[config.mk]
export PLATFORM = sky130hd
export DESIGN_NAME = hw_sem_bank
export DESIGN_NICKNAME = d
export VERILOG_FILES = /design/src/rtl/hw_sem_bank.sv
export SDC_FILE = /design/constraint.sdc
export NUM_CORES = 1
export LEC_CHECK = 0
export BUFFER_PORTS_ARGS = -buffer_cell sky130_fd_sc_hd__buf_2
export CAP_MARGIN = 5
export CORE_UTILIZATION = 25
export DETAILED_ROUTE_END_ITERATION = 10
export PLACE_DENSITY = 0.47
export SYNTH_ARGS = -nofsm -noshare
export SYNTH_HDL_FRONTEND = slang
export SYNTH_SLANG_ARGS = --single-unit
[constraint.sdc]
create_clock -name clk -period 2 [get_ports clk]
set_input_delay 0 -clock clk [delete_from_list [all_inputs] [get_ports clk]]
set_output_delay 0 -clock clk [all_outputs]
set_load 0.03 [all_outputs]
[src/rtl/hw_sem_bank.sv]
module hw_sem_bank #(
  parameter int SIZE_UNITS = 1,
  parameter int ADDR_W     = 12
) (
  input  logic              clk,
  input  logic              rst_n,
  input  logic [ADDR_W-1:0] acc_addr,
  input  logic              rd_en,
  input  logic              wr_en,
  input  logic [31:0]       wr_data,
  output logic [31:0]       rd_data
);
  localparam int NUM_LOCKS = 32 * SIZE_UNITS;
  localparam int IDX_W     = $clog2(NUM_LOCKS);
  localparam int LOCK_BASE = 'h800;
  localparam int LOCK_END  = LOCK_BASE + 4 * NUM_LOCKS;
  localparam int STAT_OFS  = 'h14;
  localparam logic [ADDR_W:0] BASE_A = (ADDR_W+1)'(LOCK_BASE);
  localparam logic [ADDR_W:0] END_A  = (ADDR_W+1)'(LOCK_END);
  localparam logic [31:0] STAT_WORD  = {8'(SIZE_UNITS), 24'h0};

  logic [NUM_LOCKS-1:0] held;
  logic [ADDR_W:0]      addr_x, offs;
  logic [IDX_W-1:0]     idx;
  logic                 lk_hit, stat_hit, rel, cur;

  assign addr_x   = {1'b0, acc_addr};
  assign offs     = addr_x - BASE_A;
  assign idx      = offs[IDX_W+1:2];
  assign lk_hit   = (addr_x >= BASE_A) && (addr_x < END_A) && (acc_addr[1:0] == 2'b00);
  assign stat_hit = (acc_addr == ADDR_W'(STAT_OFS));
  assign rel      = wr_en && lk_hit && (wr_data == 32'h0);
  assign cur      = held[idx] && !rel;

  always_ff @(posedge clk) begin
    if (!rst_n) begin
      held    <= '0;
      rd_data <= '0;
    end else begin
      if (rel)            held[idx] <= 1'b0;
      if (rd_en && lk_hit) held[idx] <= 1'b1;
      if (rd_en) begin
        if (stat_hit)    rd_data <= STAT_WORD;
        else if (lk_hit) rd_data <= {31'h0, cur};
        else             rd_data <= 32'h1;
      end
    end
  end

  p_claim_held_r2: assert property (@(posedge clk) disable iff (!rst_n)
    (rd_en && lk_hit) |=> held[$past(idx)]);
  p_release_r4: assert property (@(posedge clk) disable iff (!rst_n)
    (rel && !rd_en) |=> !held[$past(idx)]);
  p_nonzero_keep_r5: assert property (@(posedge clk) disable iff (!rst_n)
    (wr_en && !rd_en && lk_hit && wr_data != 32'h0) |=> held[$past(idx)] == $past(held[idx]));
  p_unmapped_quiet_r7: assert property (@(posedge clk) disable iff (!rst_n)
    (!lk_hit) |=> $stable(held));
  p_status_word_r8: assert property (@(posedge clk) disable iff (!rst_n)
    (rd_en && stat_hit) |=> (rd_data[31:24] == 8'(SIZE_UNITS)) && (rd_data[23:0] == 24'h0));
  p_rd_hold_r10: assert property (@(posedge clk) disable iff (!rst_n)
    (!rd_en) |=> $stable(rd_data));
  p_one_change_r11: assert property (@(posedge clk) disable iff (!rst_n)
    $countones(held ^ $past(held)) <= 1);
endmodule

==> metrics <==
share of synthesized cell area in full adder, half adder and majority cells 0%; Synth Area in Simple Gates 22.46%; DR vias/cell 5.148; antenna violations before repair 0; number of buffers created by CTS 5; worst-path maximum fanout 8; met3 layer wire length in the routed design 427 µm; final number of hold-violating endpoints 0; Cell Pwr Density 574.5 nW/µm²; number of distinct standard cells referenced by the synthesized netlist 39; number of post-CTS setup repair buffers 0; type of the worst setup path primary input to flop; dpl hpwl 4394 µm; wire length of the first global-routing pass 10,330 µm; share of final-layout standard cells stronger than drive strength 1 27.24%; multiplexer fraction of the synthesized cell area 7.155%; deepest clock path buffer count 2; summed instance area of the synthesized netlist 2256 µm²; critical path capture point type flop; htree depth 2; # fillers 932; Worst Path Required 2.18 ns; placer congestion estimate 0.7328; synthesized-area fraction occupied by ao, oa, aoi and oai cells 25.51%; xor-xnor portion of the synthesized cell area 0%; Clk Tree Root Cell sky130_fd_sc_hd__clkbuf_8; starting density of the core 25.87%; fraction of the core area covered by cells at the end of the flow 30.03%; CTS tree yes; Highest Clock Rate 0.6954 GHz; initial detailed-routing violation count 171; DRC 0; TNS Setup 0 ns; die height 96.99 µm; number of register bits inferred by synthesis 34; crit path time final 1.438 ns; Worst-Skew Late Latency 0.28 ns; # rows 34; Setup Skew 0.001966 ns; max-slew violations 0; clk slew on worst S/H paths 0.07 ns; Period Utilization, post-route 71.90%; nets 359; clock tree sinks 34; via count of the first global-routing pass 1,935; post-cts repair resize count 0; combinational family with the most area after synthesis compound AO/OA/AOI/OAI gates; post-detailed-routing wire length 6465 µm; total of hold buffers inserted after clock tree synthesis 0; total of warnings raised by yosys 0; final-report setup violation count 0; static leakage 0.9895 nW; setup repair after global routing missed its margin false; transition time of the tightest slew-check pin 0.5922 ns; number of nets with antenna violations after detailed routing 0; Metal-1 WL 3167 µm; Antenna diodes 0; Met2 Routed Length 2831 µm; DR vias 2,162; Avg Inst Size Synth 8.386 µm²; largest net degree at the start of global routing 64; Reg2Reg Depth 5; quantity of I/O buffers inserted on ports 49; Layout area overhead 16.08%; Hold Path Cell Cnt 3; total core area 8721 µm²; count of boundary I/O pins 80; Max Cap Violations 0; WL per Instance 15.39 µm; post-synthesis instance total 269; run status finished clean; combined global-route utilization of all metal layers 13.61%; sequential fraction of the synthesis area 30.17%; slew margin rel. 60.52%; number of search-and-repair iterations in the first detailed-routing pass 4; VDD IR-drop max 0.2402 mV; Worst Path Arrival 1.62 ns; Die ar. 9407 µm²; Die W 96.99 µm; top layer reached by signal wires met4; remaining global-route overflow 0; kind of launch point of the worst setup path primary input; path category of the worst min-delay check primary input to flop
-- layout by cell type, fill, tap and decap left out, types with 2 or more instances in the layout --
cell type,n
sky130_fd_sc_hd__nor3_1,33
sky130_fd_sc_hd__or3b_2,2
sky130_fd_sc_hd__nand3b_1,2
sky130_fd_sc_hd__o221a_2,8
sky130_fd_sc_hd__and3b_1,2
sky130_fd_sc_hd__buf_4,12
sky130_fd_sc_hd__or3_1,2
sky130_fd_sc_hd__o21ai_0,34
sky130_fd_sc_hd__nor2_1,7
sky130_fd_sc_hd__a22oi_1,5
sky130_fd_sc_hd__nor2b_1,3
sky130_fd_sc_hd__buf_2,49
sky130_fd_sc_hd__a41oi_1,15
sky130_fd_sc_hd__or2_2,2
sky130_fd_sc_hd__nand4_1,3
sky130_fd_sc_hd__o221a_1,8
sky130_fd_sc_hd__clkbuf_8,6
sky130_fd_sc_hd__dfxtp_1,34
sky130_fd_sc_hd__conb_1,30
sky130_fd_sc_hd__nand2_1,6
sky130_fd_sc_hd__nand2b_1,3
sky130_fd_sc_hd__nand3_1,5
sky130_fd_sc_hd__nor4_1,6
sky130_fd_sc_hd__nor3b_1,3
sky130_fd_sc_hd__mux2i_1,15
sky130_fd_sc_hd__nor4_4,2
-- sequential cells by signal (all words and copies together) (netlist names) --
name and count:
held 32, rd_data 2
-- power breakdown --
part / internal [W] / switching [W] / total [W]
clock: 0.000278 / 0.000268 / 0.000546
sequential: 0.000679 / 0.000000960 / 0.000680
combinational: 0.0000830 / 0.000196 / 0.000279
total: 0.00104 / 0.000465 / 0.00150
-- cells in the mapped netlist --
cell	n	share of area (%)
sky130_fd_sc_hd__o221a_2	8	4.0
sky130_fd_sc_hd__mux2i_1	15	6.7
sky130_fd_sc_hd__nand3_2	1	0.44
sky130_fd_sc_hd__or3_1	2	0.55
sky130_fd_sc_hd__nor4_4	2	1.9
sky130_fd_sc_hd__nand4_1	3	0.83
sky130_fd_sc_hd__a21oi_1	1	0.22
sky130_fd_sc_hd__o2111a_1	1	0.50
sky130_fd_sc_hd__nor2b_1	3	0.83
sky130_fd_sc_hd__nor3b_1	3	1.0
sky130_fd_sc_hd__nand3b_1	2	0.67
sky130_fd_sc_hd__a22oi_1	5	1.7
sky130_fd_sc_hd__o21ai_0	34	7.5
sky130_fd_sc_hd__nand2b_1	3	0.83
sky130_fd_sc_hd__nand3_1	5	1.1
sky130_fd_sc_hd__or3b_2	2	0.78
sky130_fd_sc_hd__nor4_1	6	1.7
sky130_fd_sc_hd__nor2_1	7	1.2
sky130_fd_sc_hd__or2_2	2	0.55
sky130_fd_sc_hd__nand2_1	6	1.0
sky130_fd_sc_hd__conb_1	1	0.17
sky130_fd_sc_hd__and4_1	1	0.39
sky130_fd_sc_hd__a31oi_1	1	0.28
sky130_fd_sc_hd__a2111oi_0	1	0.39
sky130_fd_sc_hd__buf_1	2	0.33
sky130_fd_sc_hd__buf_2	4	0.89
sky130_fd_sc_hd__a21o_1	1	0.33
sky130_fd_sc_hd__mux2_2	1	0.50
sky130_fd_sc_hd__o221a_1	8	4.0
sky130_fd_sc_hd__and3_1	1	0.28
sky130_fd_sc_hd__a41oi_1	15	5.8
sky130_fd_sc_hd__nor3_1	33	7.3
sky130_fd_sc_hd__clkbuf_1	20	3.3
sky130_fd_sc_hd__a221oi_1	1	0.39
sky130_fd_sc_hd__and3b_1	2	0.78
sky130_fd_sc_hd__nor4b_1	1	0.39
sky130_fd_sc_hd__o32ai_1	1	0.39
sky130_fd_sc_hd__dfxtp_1	34	30
sky130_fd_sc_hd__buf_4	30	10
-- final timing paths --
kind | start | slack, ns | to
hold reg to reg | rd_data[24] | 0.53 | rd_data[24]
setup / recovery | acc_addr[8] | 0.56 | held[11]
hold / removal | rd_en | 0.07 | rd_data[24]
setup reg to reg | held[17] | 0.67 | rd_data[0]
-- worst max-delay path: stages --
cell and delay, ns:
sky130_fd_sc_hd__buf_2 0.11, sky130_fd_sc_hd__nor4_4 0.34, sky130_fd_sc_hd__nand3_1 0.17, sky130_fd_sc_hd__nor4_4 0.39, sky130_fd_sc_hd__nand3_2 0.28, sky130_fd_sc_hd__o221a_2 0.31
-- stage by stage --
step,cell area [µm²],power (W),hold WS (ns),worst slack (ns),instances
after detailed placement,2527,0.0009721,0.3640,0.2532,412
after CTS,2619,0.001512,0.06569,0.5583,420
final,2619,0.001505,0.07304,0.5621,420
after global placement,2527,0.0009729,0.3570,0.3102,412
after floorplan,2365,0.0009157,0.1738,0.4974,298
after global routing,2619,0.001560,0.1105,0.4327,420
-- logic make-up (layout without fill, tap and decap cells) --
group | count (synthesis) | in the layout
AND/OR/NAND/NOR | 85 | 85
AO/OA/AOI/OAI | 77 | 77
flip-flops | 34 | 34
other | 1 | 30
buffers and inverters | 56 | 70
multiplexers | 16 | 16
-- per-layer routing --
metal | vias to the layer above | GRT usage [%]
met4 | 0 | 2.067
li1 | 1060 | -
met3 | 5 | 2.818
met1 | 1007 | 19.65
met5 | - | 0
met2 | 90 | 21.13
-- layout make-up --
cell class | instances | area (µm²) | share of cell area, %
Clock buffer | 7 | 86.33 | 3.297
Multi-Input combinational cell | 208 | 1356 | 51.79
Sequential cell | 34 | 680.7 | 25.99
Tap cell | 108 | 135.1 | 5.160
Clock inverter | 1 | 5.005 | 0.1911
Timing Repair Buffer | 62 | 355.3 | 13.57
(Power assumes the default switching activity.)
